--- src/rtl/spi_mem_pkg.sv ---
package spi_mem_pkg;

  localparam logic [7:0] OP_WEN_SET = 8'h06;
  localparam logic [7:0] OP_WEN_CLR = 8'h04;
  localparam logic [7:0] OP_STAT_RD = 8'h05;
  localparam logic [7:0] OP_STAT_WR = 8'h01;
  localparam logic [7:0] OP_READ    = 8'h03;
  localparam logic [7:0] OP_PROG    = 8'h02;

  typedef enum logic [2:0] {
    ST_IDLE,   // deselected or waiting for the first CS fall
    ST_CMD,    // shifting the instruction
    ST_ADDR,   // shifting the two address bytes
    ST_READ,   // streaming array data
    ST_STAT,   // streaming status
    ST_WSTAT,  // collecting a status byte
    ST_PROG,   // collecting sector data
    ST_SKIP    // ignoring the rest of the transfer
  } xfer_state_t;

endpackage

--- src/rtl/spi_pin_sync.sv ---
module spi_pin_sync #(
  parameter int unsigned STAGES = 2
) (
  input  logic clk,
  input  logic rst,
  input  logic cs_n,
  input  logic sck,
  input  logic si,
  output logic cs_q,
  output logic si_q,
  output logic sck_rise,
  output logic sck_fall,
  output logic cs_rise,
  output logic cs_fall
);

  logic [STAGES-1:0] cs_sh, sck_sh, si_sh;
  logic              sck_d, cs_d;

  // CS chain resets low so a host holding CS low through reset
  // never produces a falling edge: a real high-to-low is required.
  always_ff @(posedge clk) begin
    if (rst) begin
      cs_sh  <= '0;
      sck_sh <= '0;
      si_sh  <= '0;
      sck_d  <= 1'b0;
      cs_d   <= 1'b0;
    end else begin
      cs_sh  <= {cs_sh[STAGES-2:0], cs_n};
      sck_sh <= {sck_sh[STAGES-2:0], sck};
      si_sh  <= {si_sh[STAGES-2:0], si};
      sck_d  <= sck_sh[STAGES-1];
      cs_d   <= cs_sh[STAGES-1];
    end
  end

  assign cs_q     = cs_sh[STAGES-1];
  assign si_q     = si_sh[STAGES-1];
  assign sck_rise = sck_sh[STAGES-1] & ~sck_d;
  assign sck_fall = ~sck_sh[STAGES-1] & sck_d;
  assign cs_rise  = cs_sh[STAGES-1] & ~cs_d;
  assign cs_fall  = ~cs_sh[STAGES-1] & cs_d;

endmodule

--- src/rtl/spi_mem_array.sv ---
module spi_mem_array #(
  parameter int unsigned AW = 9,
  parameter int unsigned DW = 8
) (
  input  logic          clk,
  input  logic          we,
  input  logic [AW-1:0] waddr,
  input  logic [DW-1:0] wdata,
  input  logic [AW-1:0] raddr,
  output logic [DW-1:0] rdata
);

  localparam int unsigned DEPTH = 1 << AW;

  logic [DW-1:0] cells [DEPTH];

  // Simple dual-port, registered read: maps onto block RAM.
  always_ff @(posedge clk) begin
    if (we) cells[waddr] <= wdata;
    rdata <= cells[raddr];
  end

endmodule

--- src/rtl/spi_prog_timer.sv ---
module spi_prog_timer #(
  parameter int unsigned CYCLES = 400
) (
  input  logic clk,
  input  logic rst,
  input  logic start,
  output logic busy
);

  localparam int unsigned CW = $clog2(CYCLES + 1);

  logic [CW-1:0] remain;

  always_ff @(posedge clk) begin
    if (rst)                remain <= '0;
    else if (start)         remain <= CW'(CYCLES);
    else if (remain != '0)  remain <= remain - 1'b1;
  end

  assign busy = (remain != '0);

  assert_busy_after_start_R10: assert property (
    @(posedge clk) disable iff (rst) start |=> busy
  );

endmodule

--- src/rtl/spi_mem_slave.sv ---
module spi_mem_slave
  import spi_mem_pkg::*;
#(
  parameter int unsigned ADDR_W       = 9,
  parameter int unsigned SECTOR_BYTES = 16,
  parameter int unsigned PROG_CYCLES  = 400,
  parameter int unsigned SYNC_STAGES  = 2
) (
  input  logic       clk,
  input  logic       rst,
  input  logic       cs_n,
  input  logic       sck,
  input  logic       si,
  output logic       so,
  output logic       so_oe,
  input  logic [7:0] stat_rdata,
  output logic       stat_wr,
  output logic [7:0] stat_wdata,
  output logic       busy,
  output logic       prog_fault
);

  localparam int unsigned SEC_W  = $clog2(SECTOR_BYTES);
  localparam int unsigned BASE_W = ADDR_W - SEC_W;
  localparam int unsigned HI_W   = ADDR_W - 8;
  localparam logic [SEC_W:0]   FULL_CNT = (SEC_W+1)'(SECTOR_BYTES);
  localparam logic [SEC_W-1:0] LAST_IDX = SEC_W'(SECTOR_BYTES - 1);

  // synchronised pins and edge events
  logic cs_q, si_q, sck_rise, sck_fall, cs_rise, cs_fall;

  spi_pin_sync #(.STAGES(SYNC_STAGES)) u_sync (
    .clk      (clk),
    .rst      (rst),
    .cs_n     (cs_n),
    .sck      (sck),
    .si       (si),
    .cs_q     (cs_q),
    .si_q     (si_q),
    .sck_rise (sck_rise),
    .sck_fall (sck_fall),
    .cs_rise  (cs_rise),
    .cs_fall  (cs_fall)
  );

  xfer_state_t       state;
  logic [2:0]        bit_cnt;
  logic [6:0]        shreg;
  logic [7:0]        new_byte;
  logic              addr_phase;
  logic              is_read;
  logic [HI_W-1:0]   addr_hi;
  logic [ADDR_W-1:0] full_addr;
  logic              wel;
  logic [ADDR_W-1:0] rd_ptr;
  logic [6:0]        out_sh;
  logic [2:0]        obit;
  logic [7:0]        byte_src;
  logic              so_r, so_oe_r;
  logic [BASE_W-1:0] sec_base;
  logic [SEC_W:0]    wptr;
  logic [SEC_W:0]    nbytes;
  logic              ovf;
  logic [7:0]        stat_byte;
  logic              stat_got;
  logic              stat_wr_r;
  logic [7:0]        stat_wdata_r;
  logic              fault_r;
  logic              copy_active;
  logic [SEC_W-1:0]  copy_idx;
  logic              timer_busy;
  logic              byte_done;
  logic              prog_commit, stat_commit;
  logic              sbuf_we;
  logic [7:0]        sbuf [SECTOR_BYTES];
  logic [7:0]        mem_rdata;

  assign new_byte  = {shreg, si_q};
  assign full_addr = {addr_hi, new_byte};
  assign byte_done = sck_rise && (bit_cnt == 3'd7) && !cs_rise && !cs_fall
                     && (state != ST_IDLE);

  assign prog_commit = cs_rise && (state == ST_PROG) && (bit_cnt == 3'd0)
                       && !ovf && (nbytes == FULL_CNT);
  assign stat_commit = cs_rise && (state == ST_WSTAT) && (bit_cnt == 3'd0)
                       && stat_got;

  assign busy     = timer_busy | copy_active;
  assign byte_src = (state == ST_READ) ? mem_rdata
                                       : (busy ? 8'hFF : stat_rdata);

  // ---------------------------------------------------------------
  // transfer sequencer
  // ---------------------------------------------------------------
  always_ff @(posedge clk) begin
    if (rst) begin
      state        <= ST_IDLE;
      bit_cnt      <= '0;
      shreg        <= '0;
      addr_phase   <= 1'b0;
      is_read      <= 1'b0;
      addr_hi      <= '0;
      wel          <= 1'b0;
      rd_ptr       <= '0;
      out_sh       <= '0;
      obit         <= '0;
      so_r         <= 1'b0;
      so_oe_r      <= 1'b0;
      sec_base     <= '0;
      wptr         <= '0;
      nbytes       <= '0;
      ovf          <= 1'b0;
      stat_byte    <= '0;
      stat_got     <= 1'b0;
      stat_wr_r    <= 1'b0;
      stat_wdata_r <= '0;
      fault_r      <= 1'b0;
      copy_active  <= 1'b0;
      copy_idx     <= '0;
    end else begin
      stat_wr_r <= 1'b0;

      if (copy_active) begin
        copy_idx <= copy_idx + 1'b1;
        if (copy_idx == LAST_IDX) copy_active <= 1'b0;
      end

      if (cs_fall) begin
        state      <= ST_CMD;
        bit_cnt    <= '0;
        obit       <= '0;
        addr_phase <= 1'b0;
        fault_r    <= 1'b0;
      end else if (cs_rise) begin
        state <= ST_IDLE;
        if (prog_commit) begin
          copy_active <= 1'b1;
          copy_idx    <= '0;
          wel         <= 1'b0;
        end else if (state == ST_PROG && bit_cnt == 3'd0) begin
          fault_r <= 1'b1;
        end
        if (stat_commit) begin
          stat_wr_r    <= 1'b1;
          stat_wdata_r <= stat_byte;
          wel          <= 1'b0;
        end
      end else if (state != ST_IDLE) begin
        if (sck_rise) begin
          shreg   <= new_byte[6:0];
          bit_cnt <= bit_cnt + 1'b1;
          if (bit_cnt == 3'd7) begin
            unique case (state)
              ST_CMD: begin
                if (new_byte == OP_WEN_SET) begin
                  wel   <= 1'b1;
                  state <= ST_SKIP;
                end else if (new_byte == OP_WEN_CLR) begin
                  wel   <= 1'b0;
                  state <= ST_SKIP;
                end else if (new_byte == OP_STAT_RD) begin
                  state <= ST_STAT;
                end else if (new_byte == OP_STAT_WR) begin
                  stat_got <= 1'b0;
                  state    <= (wel && !busy) ? ST_WSTAT : ST_SKIP;
                end else if (new_byte == OP_READ) begin
                  is_read <= 1'b1;
                  state   <= ST_ADDR;
                end else if (new_byte == OP_PROG && wel && !busy) begin
                  is_read <= 1'b0;
                  state   <= ST_ADDR;
                end else begin
                  state <= ST_SKIP;
                end
              end
              ST_ADDR: begin
                if (!addr_phase) begin
                  addr_hi    <= new_byte[HI_W-1:0];
                  addr_phase <= 1'b1;
                end else if (is_read) begin
                  rd_ptr <= full_addr;
                  state  <= ST_READ;
                end else begin
                  sec_base <= full_addr[ADDR_W-1:SEC_W];
                  wptr     <= {1'b0, full_addr[SEC_W-1:0]};
                  nbytes   <= '0;
                  ovf      <= 1'b0;
                  state    <= ST_PROG;
                end
              end
              ST_PROG: begin
                if (wptr[SEC_W]) ovf  <= 1'b1;
                else             wptr <= wptr + 1'b1;
                if (nbytes != FULL_CNT) nbytes <= nbytes + 1'b1;
              end
              ST_WSTAT: begin
                stat_byte <= new_byte;
                stat_got  <= 1'b1;
              end
              default: ;
            endcase
          end
        end

        if (sck_fall && (state == ST_READ || state == ST_STAT)) begin
          obit <= obit + 1'b1;
          if (obit == 3'd0) begin
            so_r   <= byte_src[7];
            out_sh <= byte_src[6:0];
            if (state == ST_READ) rd_ptr <= rd_ptr + 1'b1;
          end else begin
            so_r   <= out_sh[6];
            out_sh <= {out_sh[5:0], 1'b0};
          end
        end
      end

      so_oe_r <= !cs_q && (state == ST_READ || state == ST_STAT);
    end
  end

  // sector staging buffer, no reset
  assign sbuf_we = byte_done && (state == ST_PROG) && !wptr[SEC_W];

  always_ff @(posedge clk) begin
    if (sbuf_we) sbuf[wptr[SEC_W-1:0]] <= new_byte;
  end

  spi_mem_array #(.AW(ADDR_W), .DW(8)) u_array (
    .clk   (clk),
    .we    (copy_active),
    .waddr ({sec_base, copy_idx}),
    .wdata (sbuf[copy_idx]),
    .raddr (rd_ptr),
    .rdata (mem_rdata)
  );

  spi_prog_timer #(.CYCLES(PROG_CYCLES)) u_timer (
    .clk   (clk),
    .rst   (rst),
    .start (prog_commit | stat_commit),
    .busy  (timer_busy)
  );

  assign so         = so_r;
  assign so_oe      = so_oe_r;
  assign stat_wr    = stat_wr_r;
  assign stat_wdata = stat_wdata_r;
  assign prog_fault = fault_r;

  // ---------------------------------------------------------------
  // assertions
  // ---------------------------------------------------------------
  assert_hiz_deselected_R2: assert property (
    @(posedge clk) disable iff (rst) cs_q |=> !so_oe
  );

  assert_wel_cleared_R7: assert property (
    @(posedge clk) disable iff (rst) prog_commit |=> !wel
  );

  assert_fault_without_copy_R9: assert property (
    @(posedge clk) disable iff (rst) $rose(prog_fault) |-> !copy_active
  );

  assert_prog_blocked_busy_R10: assert property (
    @(posedge clk) disable iff (rst)
      (byte_done && state == ST_CMD && new_byte == OP_PROG && busy)
      |=> (state == ST_SKIP)
  );

  assert_stat_wr_pulse_R12: assert property (
    @(posedge clk) disable iff (rst) stat_wr |=> !stat_wr
  );

endmodule

--- config.mk ---
export PLATFORM = sky130hd
export DESIGN_NAME = spi_mem_slave
export DESIGN_NICKNAME = d
export VERILOG_FILES = /design/src/rtl/spi_mem_pkg.sv /design/src/rtl/spi_pin_sync.sv /design/src/rtl/spi_mem_array.sv /design/src/rtl/spi_prog_timer.sv /design/src/rtl/spi_mem_slave.sv
export SDC_FILE = /design/constraint.sdc
export NUM_CORES = 2
export LEC_CHECK = 0
export BUFFER_PORTS_ARGS = -buffer_cell sky130_fd_sc_hd__buf_4
export CORE_UTILIZATION = 25
export CTS_CLUSTER_SIZE = 12
export DETAILED_ROUTE_END_ITERATION = 8
export PLACE_DENSITY_LB_ADDON = 0.05
export SYNTH_ARGS = -nofsm -noshare
export SYNTH_HDL_FRONTEND = slang
export SYNTH_MEMORY_MAX_BITS = 65536
export SYNTH_SLANG_ARGS = --single-unit
--- constraint.sdc ---
create_clock -name clk -period 5.5 [get_ports clk]
set_input_delay 0.275 -clock clk [delete_from_list [all_inputs] [get_ports clk]]
set_output_delay 0.275 -clock clk [all_outputs]
set_load 0.05 [all_outputs]
# ---- Word level (Yosys, flattened, before mapping)
# Memory sizes are Yosys's and may differ from the RTL's. A register that Yosys moved wholly into a read port is not among the register bits.
# Cells that the tools add are included.
dict set report word_totals {
  out_inout_bits 13
  mem_count 2
  inputBits 13
  ram_bits 4224
  wordCells 227
  reg_bits 95
}
dict set report classes {
  bitwise_logic 19
  add_sub_neg 7
  n_reduce_logical 68
  n_mux 72
  eq_ne 27
}
# name words word_bits read_ports rd_clocked_by_memory_dff wr line_no
set mem_list {}
lappend mem_list {u_array.cells 512 8 1 1 1 spi_mem_array.sv:15} ;# logic [DW-1:0] cells [DEPTH];
lappend mem_list {sbuf 16 8 1 1 1 spi_mem_slave.sv:75} ;# logic [7:0] sbuf [SECTOR_BYTES];
# op n
set op_table {}
lappend op_table {{9-bit two-way mux} 10}
lappend op_table {{1-bit two-way mux} 34}
lappend op_table {{5-bit two-way mux} 6}
lappend op_table {{9-bit AND reduction} 3}
lappend op_table {{8-bit by 3-bit == test with 1-bit output (second input constant)} 3}
lappend op_table {{3-bit two-way mux} 8}
lappend op_table {{4-bit two-way mux} 5}
lappend op_table {{5-bit one-hot mux with 2 select lines} 2}
lappend op_table {{1-bit logical AND} 19}
lappend op_table {{2-bit != test (second input constant)} 9}
lappend op_table {{2-bit nonzero test} 9}
lappend op_table {{8-bit by 2-bit == test with 1-bit output (second input constant)} 2}
lappend op_table {{8-bit two-way mux} 2}
lappend op_table {{8-bit AND reduction} 2}
lappend op_table {{3-bit AND reduction} 5}
lappend op_table {{5-bit AND reduction} 3}
lappend op_table {{3-bit nonzero test} 5}
lappend op_table {{7-bit AND reduction} 2}
lappend op_table {{1-bit inverter} 13}
lappend op_table {{3-bit == test (second input constant)} 4}
lappend op_table {{11-bit AND reduction} 1}
lappend op_table {{5-bit by 1-bit adder with 5-bit output (second input constant)} 2}
lappend op_table {{10-bit AND reduction} 1}
lappend op_table {{9-bit by 1-bit adder with 9-bit output (second input constant)} 1}
lappend op_table {{26 further kinds} 42}

# ---- Depth between registers and ports, before layout
dict set report logic_depth {
  word_depth 16
  depth_mapped 14
  mapped_depth_nobuf 10
}

# ---- Modules after synthesis
# Synthesis repeated with hierarchy kept, for this count alone.
dict set report unflattened {
  cells_unflattened 8800
  hier_area_um2 169477.5
}
# module seq_area_each_um2 area_per_inst_um2 instances cells_per_inst
set by_module_without_submodules {}
lappend by_module_without_submodules {spi_mem_array 123158.1 159927.1 1 8030}
lappend by_module_without_submodules {spi_mem_slave 5405.2 8852.2 1 695}
lappend by_module_without_submodules {spi_prog_timer 180.2 462.9 1 55}
lappend by_module_without_submodules {spi_pin_sync 160.2 235.2 1 20}

# ---- Least setup slack after synthesis
# OpenSTA, ideal clock, no wires.
dict set report synth_timing {
  path_type {reg2reg}
  from {register copy_idx[0] (netlist name)}
  to {memory u_array.cells[0][7], data pin}
  required_time_ns 4.597
  setup_ns 0.903
  arrival_ns 5.132
  path_stages_with_launch 5
  synth_period_minus_slack_ns 6.035
  path_buffers 2
  setup_slack_ns -0.535
  cell_sequence {dfxtp_1 > clkbuf_1 > buf_1 > mux4_2 > mux4_2}
}
# element line_no
set synth_rtl {}
lappend synth_rtl {{end, declared} spi_mem_array.sv:15}

==> metrics.md <==
| Metric | Value |
|---|---|
| CP startpoint kind | `register` |
| Layout cells sized above 1 | `a little over a quarter` |
| Max Clock Skew | `0.0456 ns` |
| DRC Markers | `0` |
| Max Cap Violations | `0` |
| Critical path, cell by cell | `buf_12 -> buf_12 -> mux4_2 -> mux2i_1 -> o22ai_1 -> a211oi_1 -> o21ai_0 -> o221ai_1 -> buf_4 -> a32oi_1` |
| Sequential area share after synthesis | `76.7%` |
| Post-synth ARST share | `0%` |
| Antenna-violating nets left | `0` |
| Antenna violations before repair | `70` |
| Total track usage | `17.9%` |
| Crit path capture type | `register` |
| Post-Synth Simple-Gate Area | `2.69%` |
| Highest fanout seen on the critical path | `25` |
| Pre-antenna DRT Iters | `5` |
| Post-DP HPWL | `387 mm` |
| Critical path depth | `10` |
| H-tree Lvls | `6` |
| Most numerous cell in the Yosys netlist | `edfxtp_1` |
| Hold path depth | `6` |
| Routability cong. | `0.746` |
| Total number of vias | `84200` |
| Total power | `between 60000 and 70000 uW` |
| Post-synthesis mux area share | `roughly 16%` |
| Setup repair bufs after CTS | `0` |
| CTS Sinks | `4327` |
| Max Fclk | `193 MHz` |
| Area Growth Syn to Fin | `18.1%` |
| Mapped Nets | `roughly 8000` |
| # IOs | `26` |
| Die area | `676000 um2` |
| Worst-path clk slew | `0.06 ns` |
| Vias in the first global route | `around 88000` |
| CTS root buf | `clkbuf_16` |
| Post-Synth XOR/XNOR Area | `0.0938%` |
| Arrival @ worst endpoint | `6.09 ns` |
| CTS buffer count | `535` |
| Critical-path top delay cell | `dfxtp_4` |
| GRT overflow | `0` |
| Top cells by area, synth | `edfxtp_1, mux4_2, mux2i_1` |
| Main combinational cell family by area after synthesis | `multiplexers` |
| Worst r2r path cells | `10` |
| Maximum clock insertion buffer count | `4` |
| Ys Warns | `0` |
| 1st-iter DRT viols | `7578` |
| Post-synth EDFFs | `roughly 4200` |
| Starting Density | `25.1%` |
| Clock latency on the worst-skew pair | `approximately 1.1 ns` |
| Core Region | `669000 um2` |
| Synth Flop Type | `edfxtp_1` |
| Drt wl/cell | `around 35 um` |
| Fin Setup TNS | `0 ns` |
| Rows | `300` |
| Slew margin rel. | `around 3.4%` |
| Placed insts | `about 17000` |
| Worst-Margin Slew | `1.45 ns` |
| Worst hold path type | `in -> reg` |
| Worst Path Required | `6.41 ns` |
| Avg Synthesized Cell Area | `21.1 um2` |
| Adder-Cell Fraction of Synth Area | `0.149%` |
| Share of the synthesized area in the top cell type | `75.5%` |
| Syn Inst Count | `~8000` |
| NumNets Final | `8550` |
| Min Tclk post-route | `about 5.2 ns` |
| Yosys reg bits | `4327` |
| CP Class | `reg -> reg` |
| First-pass GRT wire length | `828 mm` |
| Status | `finished clean` |
| Compound-Gate Fraction of Synth Area | `under 10%` |
| Most common library cells after synthesis | `edfxtp_1, mux4_2, nor2_1, mux2i_1, clkbuf_1` |
| CP delay by family, top | `compound AO/OA/AOI/OAI gates` |
| CTS tree | `done` |
| Fin crit share | `94.3%` |
| Endpoints failing hold | `0` |
| # setup viols final | `0` |
| WP buf/inv | `3` |
| Vias/cell | `4.71` |
| Port bufs | `25` |
| Unrepaired setup endpoints after global routing | `false` |
| Finished Core Util | `29.7%` |
| Synthesized area | `168000 um2` |
| CP max stage delay | `1.14 ns` |
| Final slew viol count | `0` |
| Most frequent CP cell | `buf_12` |
| VDD IR max | `between 0.3 and 0.4 mV` |
| Pleak | `0.0591 uW` |
| Fill cell count | `64900` |
| Post-Route WL | `between 600 and 700 mm` |
| Die W | `between 800 and 900 um` |
| Die Ht | `822 um` |
| Pwr per Cell Area | `between 300 and 400 nW/um2` |
| Post-synth top area cell | `edfxtp_1` |
| Hold Worst Slack | `0.240 ns` |
| Final Non-Filler Cells | `approximately 18000` |
| Largest net degree at the start of global routing | `about 170` |
| Netlist cell types | `75` |
## power by group
| part | switching, uW | internal, uW |
|---|---|---|
| Combinational | 154 | 103 |
| Clock | 14500 | 19600 |
| Sequential | 21.3 | 35600 |
| Total | 14700 | 55300 |
## final timing paths
kind / startpoint / slack [ns] / endpoint
worst min-delay path: stat_rdata[0] / 0.24 / out_sh[0]$_SDFFE_PP0P_
worst min register to register: u_sync.si_sh[0]$_SDFF_PP0_ / 0.44 / u_sync.si_sh[1]$_SDFF_PP0_
worst max-delay path: rd_ptr[0]$_SDFFE_PP0P_ / 0.32 / u_array.rdata[7]$_DFF_P_
worst max register to register: rd_ptr[0]$_SDFFE_PP0P_ / 0.32 / u_array.rdata[7]$_DFF_P_
## cell families after synthesis
group,Yosys count
DFF,4327
muxes,1402
and+or+nand+nor,1090
AOI/OAI and AO/OA,607
buffers and inverters,521
adders and majority gates,20
xor gates and xnor gates,18
## final cells by class
| type | instances | area, um2 | area share, % |
|---|---|---|---|
| inverters | 28 | 120 | 0.0605 |
| diodes | 11 | 27.5 | 0.0139 |
| flip-flops and latches | 4327 | 129000 | 64.9 |
| multi-input cells | 3137 | 36800 | 18.5 |
| clock inverters | 284 | 2500 | 1.26 |
| clock buffers | 680 | 14200 | 7.16 |
| well taps | 8909 | 11100 | 5.61 |
| repair buffers | 488 | 4770 | 2.40 |
## layout by cell type, fill, tap and decap left out, types with 9 or more instances in the layout
| cell | count |
|---|---|
| a211oi_1 | 52 |
| a21oi_1 | 150 |
| a221oi_1 | 59 |
| a22o_1 | 12 |
| a22oi_1 | 106 |
| a31oi_1 | 10 |
| and3_1 | 10 |
| buf_12 | 85 |
| buf_4 | 384 |
| bufinv_16 | 25 |
| clkbuf_1 | 131 |
| clkbuf_16 | 547 |
| clkinv_1 | 127 |
| clkinv_2 | 81 |
| clkinv_8 | 9 |
| dfxtp_1 | 88 |
| diode_2 | 11 |
| dlygate4sd3_1 | 19 |
| edfxtp_1 | 4224 |
| ha_1 | 20 |
| inv_1 | 22 |
| inv_16 | 18 |
| inv_6 | 14 |
| mux2i_1 | 329 |
| mux4_2 | 1057 |
| nand2_1 | 203 |
| nand2_4 | 13 |
| nand2b_1 | 17 |
| nand3_1 | 41 |
| nand4_1 | 16 |
| nor2_1 | 667 |
| nor2b_1 | 12 |
| nor3_1 | 33 |
| o21ai_0 | 68 |
| o221ai_1 | 41 |
| o22ai_1 | 35 |
| xnor2_1 | 10 |
## routing by layer
| layer | part of all wire, % | global-route usage [%] | up-vias |
|---|---|---|---|
| met5 | 0.0021 | 0 | - |
| met4 | 2.1 | 3.49 | 2 |
| met3 | 4.3 | 2.25 | 672 |
| met2 | 48 | 29.4 | 2300 |
| met1 | 46 | 25.4 | 46800 |
| li1 | - | - | 34400 |
## timing repair
| item | in CTS | in global routing |
|---|---|---|
| hold buffers | 19 | 0 |
| setup endpoints to repair | 1 | 0 |
| hold endpoints to repair | 65 | 0 |
| gates resized for setup | 1 | 0 |
## stage by stage
stage,worst slack (ns),instance area [um2]
finish,0.315,199000
global route,0.140,199000
CTS,0.141,199000
detailed placement,-0.128,182000
global placement,-0.682,182000
floorplan,1.17,168000
## state kept, by name, indices dropped and copies added, names as in the netlist, 7 cells and up
register / flops
u_array.cells: 4096
sbuf: 128
rd_ptr: 9
u_timer.remain: 9
stat_byte: 8
stat_wdata: 8
u_array.rdata: 8
out_sh: 7
shreg: 7
## worst min-delay path, delay by kind of cell
family / cells / cell delay (ns)
and+or+nand+nor: 1 / 0.05
muxes: 1 / 0.13
buffers and inverters: 3 / 0.72
AOI/OAI and AO/OA: 1 / 0.09
Note: power is estimated with default switching activity, not from simulation.
